File: src/rtl/edh_engine.sv
module edh_engine #(
  parameter logic [15:0] POLY = 16'h1041,
  parameter logic [7:0]  DID  = 8'hF4
) (
  input  logic       clk,
  input  logic       rst,
  input  logic [9:0] vid_in,
  input  logic       in_active,
  input  logic       in_field,
  input  logic       pkt_slot,
  input  logic       edh_en,
  input  logic       edh_force,
  input  logic       err_clr,
  output logic [9:0] vid_out,
  output logic       err_ap,
  output logic       err_ff,
  output logic       err_pkt
);
  localparam int NUDW = 5;
  localparam int PLEN = NUDW + 6;
  localparam int IW   = $clog2(PLEN + 1);

  function automatic logic [9:0] fmt8(input logic [7:0] b);
    return {~(^b), ^b, b};
  endfunction

  function automatic logic [15:0] crc_step(input logic [15:0] c, input logic [9:0] w);
    logic [15:0] r;
    r = c;
    for (int i = 0; i < 10; i++)
      r = {r[14:0], 1'b0} ^ (((r[15] ^ w[i]) != 1'b0) ? POLY : 16'h0000);
    return r;
  endfunction

  localparam logic [9:0]    W_DID  = fmt8(DID);
  localparam logic [9:0]    W_DC   = fmt8(8'(NUDW));
  localparam logic [IW-1:0] K_DID  = IW'(3);
  localparam logic [IW-1:0] K_DC   = IW'(4);
  localparam logic [IW-1:0] K_AP0  = IW'(5);
  localparam logic [IW-1:0] K_AP1  = IW'(6);
  localparam logic [IW-1:0] K_FF0  = IW'(7);
  localparam logic [IW-1:0] K_FF1  = IW'(8);
  localparam logic [IW-1:0] K_LUDW = IW'(PLEN - 2);
  localparam logic [IW-1:0] K_CKS  = IW'(PLEN - 1);
  localparam logic [IW-1:0] K_END  = IW'(PLEN);

  logic [IW-1:0] in_idx, o_idx;
  logic [15:0]   acc_ap, acc_ff, snap_ap, snap_ff, g_ap, g_ff;
  logic          bad_hdr, bad_ap, bad_ff, repl_r;
  logic [8:0]    rx_sum, gen_sum;
  logic [2:0]    g_flg;
  logic [9:0]    rx_exp;
  logic [9:0]    pipe [PLEN];
  logic [PLEN-1:0] spipe;
  logic [9:0]    gw [PLEN];

  wire first   = pkt_slot && (in_idx == '0);
  wire last    = pkt_slot && (in_idx == K_CKS);
  wire mism    = (vid_in != rx_exp);
  wire cks_bad = (vid_in != {~rx_sum[8], rx_sum});
  wire new_pkt = bad_hdr | cks_bad;
  wire any_err = new_pkt | bad_ap | bad_ff;
  wire slot_o  = spipe[PLEN-1];

  always_comb begin
    case (in_idx)
      IW'(1), IW'(2): rx_exp = 10'h3FF;
      K_DID:          rx_exp = W_DID;
      K_DC:           rx_exp = W_DC;
      K_AP0:          rx_exp = fmt8(snap_ap[7:0]);
      K_AP1:          rx_exp = fmt8(snap_ap[15:8]);
      K_FF0:          rx_exp = fmt8(snap_ff[7:0]);
      K_FF1:          rx_exp = fmt8(snap_ff[15:8]);
      default:        rx_exp = 10'h000;
    endcase
  end

  always_ff @(posedge clk) begin
    if (rst) begin
      in_idx <= '0;
    end else if (pkt_slot) begin
      if (in_idx != K_END) in_idx <= in_idx + 1'b1;
    end else begin
      in_idx <= '0;
    end
  end

  always_ff @(posedge clk) begin
    if (rst) begin
      acc_ap  <= '0;
      acc_ff  <= '0;
      snap_ap <= '0;
      snap_ff <= '0;
    end else if (first) begin
      snap_ap <= acc_ap;
      snap_ff <= acc_ff;
      acc_ap  <= '0;
      acc_ff  <= '0;
    end else if (!pkt_slot) begin
      if (in_active) acc_ap <= crc_step(acc_ap, vid_in);
      if (in_field)  acc_ff <= crc_step(acc_ff, vid_in);
    end
  end

  always_ff @(posedge clk) begin
    if (rst) begin
      bad_hdr <= 1'b0;
      bad_ap  <= 1'b0;
      bad_ff  <= 1'b0;
      rx_sum  <= '0;
    end else if (first) begin
      bad_hdr <= mism;
      bad_ap  <= 1'b0;
      bad_ff  <= 1'b0;
      rx_sum  <= '0;
    end else if (pkt_slot) begin
      if (in_idx <= K_DC)                            bad_hdr <= bad_hdr | mism;
      if (in_idx == K_AP0 || in_idx == K_AP1)        bad_ap  <= bad_ap | mism;
      if (in_idx == K_FF0 || in_idx == K_FF1)        bad_ff  <= bad_ff | mism;
      if (in_idx >= K_DID && in_idx <= K_LUDW)       rx_sum  <= rx_sum + vid_in[8:0];
    end
  end

  always_ff @(posedge clk) begin
    if (rst) begin
      repl_r <= 1'b0;
      g_ap   <= '0;
      g_ff   <= '0;
      g_flg  <= '0;
    end else if (last) begin
      repl_r <= edh_force | (edh_en & any_err);
      g_ap   <= snap_ap;
      g_ff   <= snap_ff;
      g_flg  <= {new_pkt, bad_ff, bad_ap};
    end
  end

  always_ff @(posedge clk) begin
    if (rst) begin
      err_ap  <= 1'b0;
      err_ff  <= 1'b0;
      err_pkt <= 1'b0;
    end else begin
      err_ap  <= (err_ap  & ~err_clr) | (last & bad_ap);
      err_ff  <= (err_ff  & ~err_clr) | (last & bad_ff);
      err_pkt <= (err_pkt & ~err_clr) | (last & new_pkt);
    end
  end

  always_ff @(posedge clk) begin
    if (rst) begin
      for (int k = 0; k < PLEN; k++) pipe[k] <= '0;
      spipe <= '0;
      o_idx <= '0;
    end else begin
      pipe[0] <= vid_in;
      for (int k = 1; k < PLEN; k++) pipe[k] <= pipe[k-1];
      spipe <= {spipe[PLEN-2:0], pkt_slot};
      if (slot_o) begin
        if (o_idx != K_END) o_idx <= o_idx + 1'b1;
      end else begin
        o_idx <= '0;
      end
    end
  end

  always_comb begin
    gw[0] = 10'h000;
    gw[1] = 10'h3FF;
    gw[2] = 10'h3FF;
    gw[3] = W_DID;
    gw[4] = W_DC;
    gw[5] = fmt8(g_ap[7:0]);
    gw[6] = fmt8(g_ap[15:8]);
    gw[7] = fmt8(g_ff[7:0]);
    gw[8] = fmt8(g_ff[15:8]);
    gw[9] = fmt8({5'b0, g_flg});
    gen_sum = '0;
    for (int k = 3; k < PLEN - 1; k++) gen_sum = gen_sum + gw[k][8:0];
    gw[PLEN-1] = {~gen_sum[8], gen_sum};
  end

  assign vid_out = (slot_o && repl_r && o_idx < K_END) ? gw[o_idx] : pipe[PLEN-1];

  logic [4:0] warm;
  always_ff @(posedge clk) begin
    if (rst) warm <= '0;
    else if (warm != 5'd31) warm <= warm + 1'b1;
  end

  AST_DELAY_PASS: assert property (@(posedge clk) disable iff (rst)
    (warm > 5'(PLEN) && !$past(pkt_slot, PLEN)) |-> (vid_out == $past(vid_in, PLEN)))
    else $error("delay path broken");

  AST_FORCE_HEADER: assert property (@(posedge clk) disable iff (rst)
    $past(pkt_slot && in_idx == K_CKS && edh_force) |-> (vid_out == 10'h000))
    else $error("forced packet header missing");

  AST_STICKY_AP: assert property (@(posedge clk) disable iff (rst)
    $fell(err_ap) |-> $past(err_clr))
    else $error("active flag dropped without clear");

  AST_STICKY_PKT: assert property (@(posedge clk) disable iff (rst)
    $fell(err_pkt) |-> $past(err_clr))
    else $error("packet flag dropped without clear");

  AST_RESET_FLAGS: assert property (@(posedge clk)
    $past(rst) |-> (!err_ap && !err_ff && !err_pkt))
    else $error("flags not cleared by reset");
endmodule

File: config.mk
export PLATFORM = sky130hd
export DESIGN_NAME = edh_engine
export DESIGN_NICKNAME = d
export VERILOG_FILES = /design/src/rtl/edh_engine.sv
export SDC_FILE = /design/constraint.sdc
export NUM_CORES = 1
export LEC_CHECK = 0
export BUFFER_PORTS_ARGS = -buffer_cell sky130_fd_sc_hd__buf_2
export CAP_MARGIN = 20
export CORE_AREA = 2 2 147 149
export DETAILED_ROUTE_END_ITERATION = 12
export DIE_AREA = 0 0 149 151
export GPL_ROUTABILITY_DRIVEN = 0
export GPL_TIMING_DRIVEN = 0
export PLACE_DENSITY = 0.82
export SKIP_LAST_GASP = 1
export SLEW_MARGIN = 20
export SYNTH_ARGS = -nofsm -noshare
export SYNTH_HDL_FRONTEND = slang
export SYNTH_SLANG_ARGS = --single-unit
File: constraint.sdc
create_clock -name clk -period 12.45 [get_ports clk]
set_input_delay 3.1125 -clock clk [delete_from_list [all_inputs] [get_ports clk]]
set_output_delay 3.1125 -clock clk [all_outputs]
set_load 0.05 [all_outputs]
==> impl_results.rst, run 1 <==
.. list-table::
   :header-rows: 1

   * - Metric
     - Value
   * - Critical R2R Capture
     - bad_ap
   * - Share of flip-flops with an asynchronous set or reset
     - 0%
   * - Maximum clock skew at final layout
     - roughly 11 ps
   * - Std-Cell Core Area
     - ~0.021 mm²
   * - Die span in y
     - 151 µm
   * - Peak ir drop on the vdd network
     - 0.107 mV
   * - Smallest setup slack after layout
     - roughly 4300 ps
   * - Count of final max-slew check failures
     - 0
   * - Leading cell type in the layout, fill and taps excluded
     - sky130_fd_sc_hd__dfxtp_1
   * - Antenna violations before repair
     - 0
   * - Depth of the worst hold-timing path
     - 1
   * - Library cell occupying the most area in the post-synthesis netlist
     - sky130_fd_sc_hd__dfxtp_1
   * - I/O Buffers
     - 28
   * - Final antenna diode count
     - 0
   * - Worst reg-to-reg setup slack
     - around 9700 ps
   * - TritonCTS clock tree
     - done
   * - CTS H-Tree Depth
     - 1
   * - Max-cap violation count
     - 0
   * - Setup TNS after final layout
     - 0 ps
   * - Die area
     - between 0.02 and 0.025 mm²
   * - Proportion of layout cells with a drive suffix above 1
     - 6.79%
   * - Wire length of the first global-routing pass
     - 41800 µm
   * - Origin of the worst min-delay path
     - pipe[2][5]
   * - Total power consumption of the routed design
     - roughly 1700 µW
   * - Power density cells
     - 134 mW/mm²
   * - Data required time of the worst path
     - ~9300 ps
   * - Final-stage net count
     - roughly 1.4k
   * - Area share of the leading cell type in the synthesized netlist
     - 43.4%
   * - Placement-stage worst setup slack
     - 4920 ps
   * - Placed Cells
     - around 1.6k
   * - Final worst-path cycle share
     - between 60% and 70%
   * - Starting Density
     - 54.1%
   * - Buffer type at the clock tree root
     - sky130_fd_sc_hd__clkbuf_16
   * - Register clock-pin slew on the reported worst setup and hold paths
     - roughly 60 ps
   * - Average wire per standard cell
     - 15.9 µm
   * - I/O pins
     - 31
   * - Unique masters post-synth
     - a little over 60
   * - Number of clock sinks
     - about 240
   * - Number of instances in the synthesized netlist
     - about 1.3k
   * - Insertion delay of the later-clocked pin in the worst-skew pair
     - roughly 530 ps
   * - Pin count of the biggest net entering global routing
     - 15
   * - Number of hold-repair buffers added at the cts stage
     - 0
   * - Arr. time, crit path
     - approximately 5000 ps
   * - Max Fclk
     - between 0.1 and 0.15 GHz
   * - Vias post-DR
     - slightly below 9k
   * - Antenna-violating nets left
     - 0
   * - Post-synth EDFFs
     - 0
   * - Drt first-iter violations
     - between 600 and 700
   * - Detailed-placement wirelength estimate
     - 18800 µm
   * - Vias in the first global route
     - 8392
   * - Startpoint class of the critical path
     - flip-flop
   * - Share of the core filled with cells in the final layout
     - between 60% and 70%
   * - Overall routed net length
     - about 26000 µm
   * - Via density per instance
     - ~5.4
   * - Worst slew pin tran
     - just over 700 ps
   * - Setup Buffers After CTS
     - 0
   * - Final setup violating endpoints
     - 0
   * - Status
     - completed
   * - Beginning of the worst register-to-register path
     - in_idx[0]
   * - Post-synthesis sequential area ratio
     - a little over two fifths
   * - Floorplan die width
     - roughly 150 µm
   * - #FFs+latches synth
     - 244
   * - Worst slew margin
     - ~53%
   * - Number of nets produced by synthesis
     - roughly 1.4k
   * - Cell area after synthesis
     - approximately 0.011 mm²
   * - Area growth, synth to finish
     - 11.4%
   * - Kind of capture point of the worst setup path
     - primary output
   * - DRC Markers
     - 0
   * - Pre-antenna DRT Iters
     - 6
   * - Static leakage
     - approximately 0.0047 µW
   * - Warnings, synthesis
     - 0
   * - Overall routing resource usage
     - 23.1%
   * - Number of hold violations in the final report
     - 0
   * - Time the final worst path needs with I/O delays and setup
     - 8110 ps
   * - Main synth FF type
     - sky130_fd_sc_hd__dfxtp_1
   * - Highest-count cells in the layout ignoring fill and taps
     - sky130_fd_sc_hd__dfxtp_1 (244), sky130_fd_sc_hd__nand2_1 (194), sky130_fd_sc_hd__nor2b_1 (127)
   * - Worst-path maximum fanout
     - 4
   * - Class of the most critical setup path
     - flip-flop to primary output
   * - Clock Path Buffers
     - 3
   * - Count of instances resized after the clock tree is built
     - 0
   * - Average footprint of a synthesized cell
     - around 8.8 µm²
   * - End point of the most critical hold path
     - pipe[3][5]
   * - Origin of the worst setup path
     - g_ap[2]
   * - Fin cells
     - 1630
   * - Setup repair after global routing missed its margin
     - no
   * - Reg2Reg Depth
     - 12
   * - Global route overflow
     - 0
   * - Row cnt
     - 53
   * - Area contributors post-synth
     - sky130_fd_sc_hd__dfxtp_1 (43%), sky130_fd_sc_hd__xnor2_1 (8.7%), sky130_fd_sc_hd__nor2b_1 (7.1%), sky130_fd_sc_hd__nand2_1 (6.5%), sky130_fd_sc_hd__a21oi_1 (5.2%)
   * - Inserted Clock Buffers
     - 25
   * - Class of the tightest hold or removal check
     - flip-flop to flip-flop
==> per-layer routing <==
metal,GRT usage (%),wire length (µm)
met4,7.76,835
met2,39.6,11900
met3,3.07,2080
met5,0,0
met1,30.2,11000
==> cell type report <==
| type | count | area (µm²) |
|---|---|---|
| clock inverter | 9 | 116 |
| inverter | 78 | 293 |
| clock buffer | 36 | 687 |
| multi-input combinational | 889 | 5780 |
| sequential | 244 | 4880 |
| timing repair buffer | 28 | 140 |
| tap | 275 | 344 |
| buffer | 71 | 297 |
| fill | 1768 | 8280 |
==> through the flow <==
step | instance area [µm²] | hold WS (ps)
floorplan | 11300 | 414
global placement | 11700 | 415
detailed placement | 11700 | 420
CTS | 12500 | 435
global route | 12500 | 448
finish | 12500 | 432
==> synth_stat cells (all sizes together), types with 2 or more instances <==
cell type    n
nor4         3
fa          19
a221oi       5
mux2         4
a222oi       2
xor2        30
o32ai        2
o21bai       5
o21a         2
mux2i        8
o31a         2
o311ai       2
nor3b        2
nor2        65
a21o         4
nor3        20
nand2b      10
o211ai       2
o21ai       30
nand3       10
a21oi      117
and2         2
xnor2      114
a211oi      20
and3         6
or3          9
nand4        2
ha          34
nor2b      128
clkbuf      56
nand2      194
a22oi       10
nand3b       2
a2bb2oi      3
buf         15
a311oi       2
o2111ai      2
inv         77
o22ai        7
dfxtp      244
==> kinds of logic after synthesis <==
group	after synthesis	synth area share [%]
AO/OA/AOI/OAI	224	12.1
buffers and inverters	149	5.23
adder cells (fa/ha/maj)	53	7.16
flip-flops	244	43.4
XOR/XNOR	145	11.6
AND/OR/NAND/NOR	455	19.4
multiplexers	12	1.11
==> critical path: stages (launching register included) <==
cell and delay [ps]:
sky130_fd_sc_hd__dfxtp_1 440, sky130_fd_sc_hd__inv_1 100, sky130_fd_sc_hd__fa_1 530, sky130_fd_sc_hd__inv_1 50, sky130_fd_sc_hd__fa_1 530, sky130_fd_sc_hd__inv_1 60
sky130_fd_sc_hd__fa_1 470, sky130_fd_sc_hd__inv_1 70, sky130_fd_sc_hd__ha_1 160, sky130_fd_sc_hd__inv_1 50, sky130_fd_sc_hd__fa_1 400, sky130_fd_sc_hd__inv_1 70
sky130_fd_sc_hd__a21oi_1 50, sky130_fd_sc_hd__o21bai_1 200, sky130_fd_sc_hd__a21o_1 140, sky130_fd_sc_hd__a21oi_1 70, sky130_fd_sc_hd__xnor3_1 420, sky130_fd_sc_hd__nor3_1 70
sky130_fd_sc_hd__nor3_1 260, sky130_fd_sc_hd__buf_2 320
==> power by group <==
group          switching [µW]  total (µW)  internal [µW]  leakage [µW]
Sequential               14.2         810            796       0.00198
Combinational            85.8         141           55.5       0.00233
Clock                     301         729            428      0.000391
Total                     401        1680           1280       0.00469
==> sequential cells by signal (all words and copies together), names as in the netlist <==
register and count:
bad_hdr 1, o_idx 4, err_ff 1, bad_ff 1, bad_ap 1, snap_ff 16
err_ap 1, in_idx 4, err_pkt 1, repl_r 1, g_flg 3, acc_ff 16
rx_sum 9, g_ap 16, acc_ap 16, snap_ap 16, spipe 11, g_ff 16
pipe 110
==> worst max-delay path by stage <==
stage	slack [ps]	endpoint	cells past startpoint
after floorplan	4640	vid_out[8]	17
after global placement	4960	vid_out[8]	18
after detailed placement	4920	vid_out[9]	19
after CTS	4370	vid_out[9]	19
after global routing	4170	vid_out[9]	19
final	4340	vid_out[9]	19
(Power assumes the default switching activity.)
==> run 2: changes to the inputs <==
--- a/config.mk
+++ b/config.mk
@@ -5,14 +5,15 @@
 export SDC_FILE = /design/constraint.sdc
 export NUM_CORES = 1
 export LEC_CHECK = 0
+export ABC_AREA = 1
 export BUFFER_PORTS_ARGS = -buffer_cell sky130_fd_sc_hd__buf_2
 export CAP_MARGIN = 20
-export CORE_AREA = 2 2 147 149
+export CORE_AREA = 2 2 150 152
 export DETAILED_ROUTE_END_ITERATION = 12
-export DIE_AREA = 0 0 149 151
+export DIE_AREA = 0 0 152 154
 export GPL_ROUTABILITY_DRIVEN = 0
 export GPL_TIMING_DRIVEN = 0
-export PLACE_DENSITY = 0.82
+export PLACE_DENSITY = 0.83
 export SKIP_LAST_GASP = 1
 export SLEW_MARGIN = 20
 export SYNTH_ARGS = -nofsm -noshare
==> constraint.sdc (replaced) <==
create_clock -name clk -period 8.1 [get_ports clk]
set_input_delay 2.025 -clock clk [delete_from_list [all_inputs] [get_ports clk]]
set_output_delay 2.025 -clock clk [all_outputs]
set_load 0.05 [all_outputs]
==> impl_results.rst, run 2 <==
.. list-table::
   :header-rows: 1

   * - Metric
     - Value
   * - Status
     - completed
   * - Inserted Clock Buffers
     - 24 (-4.0%)
   * - Library cell occupying the most area in the post-synthesis netlist
     - sky130_fd_sc_hd__dfxtp_1
   * - Main synth FF type
     - sky130_fd_sc_hd__dfxtp_1
   * - Wire length of the first global-routing pass
     - 47600 µm (+14%)
   * - Worst slew pin tran
     - 1100 ps (+393 ps)
   * - Warnings, synthesis
     - 0 (unchanged)
   * - Kind of capture point of the worst setup path
     - primary output
   * - Die span in y
     - 154 µm (+2.0%)
   * - Data required time of the worst path
     - 6080 ps (-3260 ps)
   * - Class of the tightest hold or removal check
     - flip-flop to flip-flop
   * - Max Fclk
     - 0.143 GHz
   * - Antenna violations before repair
     - 0 (unchanged)
   * - Proportion of layout cells with a drive suffix above 1
     - 5.16% (-1.6 points)
   * - Origin of the worst setup path
     - g_ap[10]
   * - Number of flip-flops under the largest register name
     - 110 (unchanged)
   * - Antenna-violating nets left
     - 0 (unchanged)
   * - Most flop-heavy register
     - pipe
   * - Origin of the worst min-delay path
     - pipe[3][0]
   * - Number of hold-repair buffers added at the cts stage
     - 0 (unchanged)
   * - Detailed-placement wirelength estimate
     - 21800 µm (+16%)
   * - Final antenna diode count
     - 0 (unchanged)
   * - Peak ir drop on the vdd network
     - 0.161 mV (+50%)
   * - Post-synthesis sequential area ratio
     - 41.5% (-1.9 points)
   * - Vias post-DR
     - 10.4k (+17%)
   * - Max-cap violation count
     - 0 (unchanged)
   * - Overall routed net length
     - 29100 µm (+12%)
   * - Average wire per standard cell
     - 14.8 µm (-6.7%)
   * - Average footprint of a synthesized cell
     - 7.29 µm² (-17%)
   * - Area contributors post-synth
     - sky130_fd_sc_hd__dfxtp_1 (42%), sky130_fd_sc_hd__inv_1 (10%), sky130_fd_sc_hd__nand2_1 (7.6%), sky130_fd_sc_hd__nor2_1 (7.4%), sky130_fd_sc_hd__a21oi_1 (5.8%)
   * - Starting Density
     - 54.3% (+0.20 points)
   * - TritonCTS clock tree
     - done
   * - Unique masters post-synth
     - 35 (-43%)
   * - Time the final worst path needs with I/O delays and setup
     - 7000 ps
   * - Row cnt
     - 54 (+1.9%)
   * - Beginning of the worst register-to-register path
     - in_idx[0]
   * - Final-stage net count
     - 1739 (+24%)
   * - Area share of the leading cell type in the synthesized netlist
     - 41.5% (-1.9 points)
   * - Area growth, synth to finish
     - 12.1%
   * - Vias in the first global route
     - 10.1k (+20%)
   * - Floorplan die width
     - 152 µm (+2.0%)
   * - Pre-antenna DRT Iters
     - 5 (-1)
   * - Final setup violating endpoints
     - 0 (unchanged)
   * - Worst slew margin
     - 26.0% (-27 points)
   * - Worst-path maximum fanout
     - 5 (+1)
   * - Global route overflow
     - 0 (unchanged)
   * - I/O Buffers
     - 28 (unchanged)
   * - Leading cell type in the layout, fill and taps excluded
     - sky130_fd_sc_hd__inv_1
   * - Count of instances resized after the clock tree is built
     - 0 (unchanged)
   * - CTS H-Tree Depth
     - 1 (unchanged)
   * - Placement-stage worst setup slack
     - 1700 ps (-3220 ps)
   * - Number of clock sinks
     - 244 (unchanged)
   * - Maximum clock skew at final layout
     - 20.7 ps (+9.40 ps)
   * - Power density cells
     - 213 mW/mm² (+59%)
   * - DRC Markers
     - 0 (unchanged)
   * - Die area
     - 0.0234 mm² (+4.0%)
   * - Overall routing resource usage
     - 24.6% (+1.5 points)
   * - Count of final max-slew check failures
     - 0 (unchanged)
   * - Number of nets produced by synthesis
     - 1685 (+25%)
   * - Final worst-path cycle share
     - between 80 and 90%
   * - Setup TNS after final layout
     - 0 ps (unchanged)
   * - Setup repair after global routing missed its margin
     - no
   * - Clock Path Buffers
     - 3 (unchanged)
   * - Drt first-iter violations
     - 972 (+45%)
   * - Leading cell type by number of instances after synthesis
     - sky130_fd_sc_hd__inv_1
   * - Share of flip-flops with an asynchronous set or reset
     - 0% (unchanged)
   * - Std-Cell Core Area
     - 0.0217 mm² (+4.2%)
   * - Most common library cells after synthesis
     - sky130_fd_sc_hd__inv_1 (316), sky130_fd_sc_hd__dfxtp_1 (244), sky130_fd_sc_hd__nand2_1 (239)
   * - Via density per instance
     - 5.27 (-2.9%)
   * - Startpoint class of the critical path
     - flip-flop
   * - I/O pins
     - 31 (unchanged)
   * - Worst reg-to-reg setup slack
     - 5490 ps (-4180 ps)
   * - Cell area after synthesis
     - 0.0118 mm² (+4.5%)
   * - Class of the most critical setup path
     - flip-flop to primary output
   * - Number of instances in the synthesized netlist
     - 1614 (+26%)
   * - Number of hold violations in the final report
     - 0 (unchanged)
   * - Insertion delay of the later-clocked pin in the worst-skew pair
     - 520 ps (about the same)
   * - #FFs+latches synth
     - 244 (unchanged)
   * - Static leakage
     - 0.00600 µW (+28%)
   * - Highest-count cells in the layout ignoring fill and taps
     - sky130_fd_sc_hd__inv_1 (316), sky130_fd_sc_hd__dfxtp_1 (244), sky130_fd_sc_hd__nand2_1 (239)
   * - Buffer type at the clock tree root
     - sky130_fd_sc_hd__clkbuf_16
   * - Smallest setup slack after layout
     - 1100 ps (-3240 ps)
   * - Arr. time, crit path
     - 4970 ps (-20 ps)
   * - Post-synth EDFFs
     - 0 (unchanged)
   * - Setup Buffers After CTS
     - 0 (unchanged)
   * - Pin count of the biggest net entering global routing
     - 16 (+1)
   * - Register clock-pin slew on the reported worst setup and hold paths
     - 60 ps (about the same)
run 2: path summary, 6_finish.rpt:
check	cells after the start	to
max	23	vid_out[9]
min	2	pipe[4][0]
max reg2reg	9	rx_sum[3]
min reg2reg	2	pipe[4][0]
run 2: kinds of logic (layout without fill, tap and decap cells):
kind of cell | count (synthesis) | in the layout | share of synthesized area [%]
AOI/OAI and AO/OA | 297 | 297 | 13.2
buffers and inverters | 373 | 445 | 12.0
and+or+nand+nor | 534 | 534 | 18.0
xor gates and xnor gates | 113 | 113 | 8.54
DFF | 244 | 244 | 41.5
adders and majority gates | 53 | 53 | 6.85
run 2: worst max-delay path, stage by stage (launching register included):
cell                      delay, ps
sky130_fd_sc_hd__dfxtp_1        450
sky130_fd_sc_hd__inv_1          150
sky130_fd_sc_hd__fa_1           530
sky130_fd_sc_hd__inv_1           60
sky130_fd_sc_hd__fa_1           530
sky130_fd_sc_hd__inv_1           60
sky130_fd_sc_hd__fa_1           460
sky130_fd_sc_hd__inv_1           70
sky130_fd_sc_hd__ha_1           210
sky130_fd_sc_hd__inv_1           70
sky130_fd_sc_hd__fa_1           400
sky130_fd_sc_hd__inv_1          100
sky130_fd_sc_hd__nand4_1        100
sky130_fd_sc_hd__nand3_1        110
sky130_fd_sc_hd__xor2_1         270
sky130_fd_sc_hd__inv_1           80
sky130_fd_sc_hd__nand2_1         90
sky130_fd_sc_hd__nand2_1         50
sky130_fd_sc_hd__nand2_1         70
sky130_fd_sc_hd__nand3_1         60
sky130_fd_sc_hd__nand2_1         70
sky130_fd_sc_hd__nand2_1         50
sky130_fd_sc_hd__a21oi_1        140
sky130_fd_sc_hd__buf_2          280
run 2: routing by layer:
layer	vias up	GRT usage [%]	share of wire (%)
met2	498	42.6	46
met1	4685	29.8	40
met5	-	0	0
met4	0	12.2	5.4
met3	128	4.11	8.0
li1	5053	-	-
run 2: cell type report:
| type | instances | area [µm²] |
|---|---|---|
| buffer | 54 | 211 |
| inverter | 319 | 1200 |
| sequential | 244 | 4880 |
| clock buffer | 29 | 671 |
| timing repair buffer | 28 | 140 |
| multi-input combinational | 997 | 5480 |
| clock inverter | 15 | 264 |
| tap | 280 | 350 |
| fill | 1869 | 8490 |
run 2: power breakdown:
group	leakage [µW]	internal (µW)	switching, µW
clock	0.000452	816	478
combinational	0.00356	91.7	165
sequential	0.00198	1230	29.3
run 2: through the flow:
step	std cells	instance area (µm²)	hold slack, ps	util [%]	power (µW)
floorplan	1614	11800	388	-	1470
global placement	1922	12300	389	56.5	1520
detailed placement	1922	12300	393	56.5	1530
CTS	1966	13200	398	60.8	2810
global route	1966	13200	413	60.8	2900
finish	1966	13200	397	60.8	2810
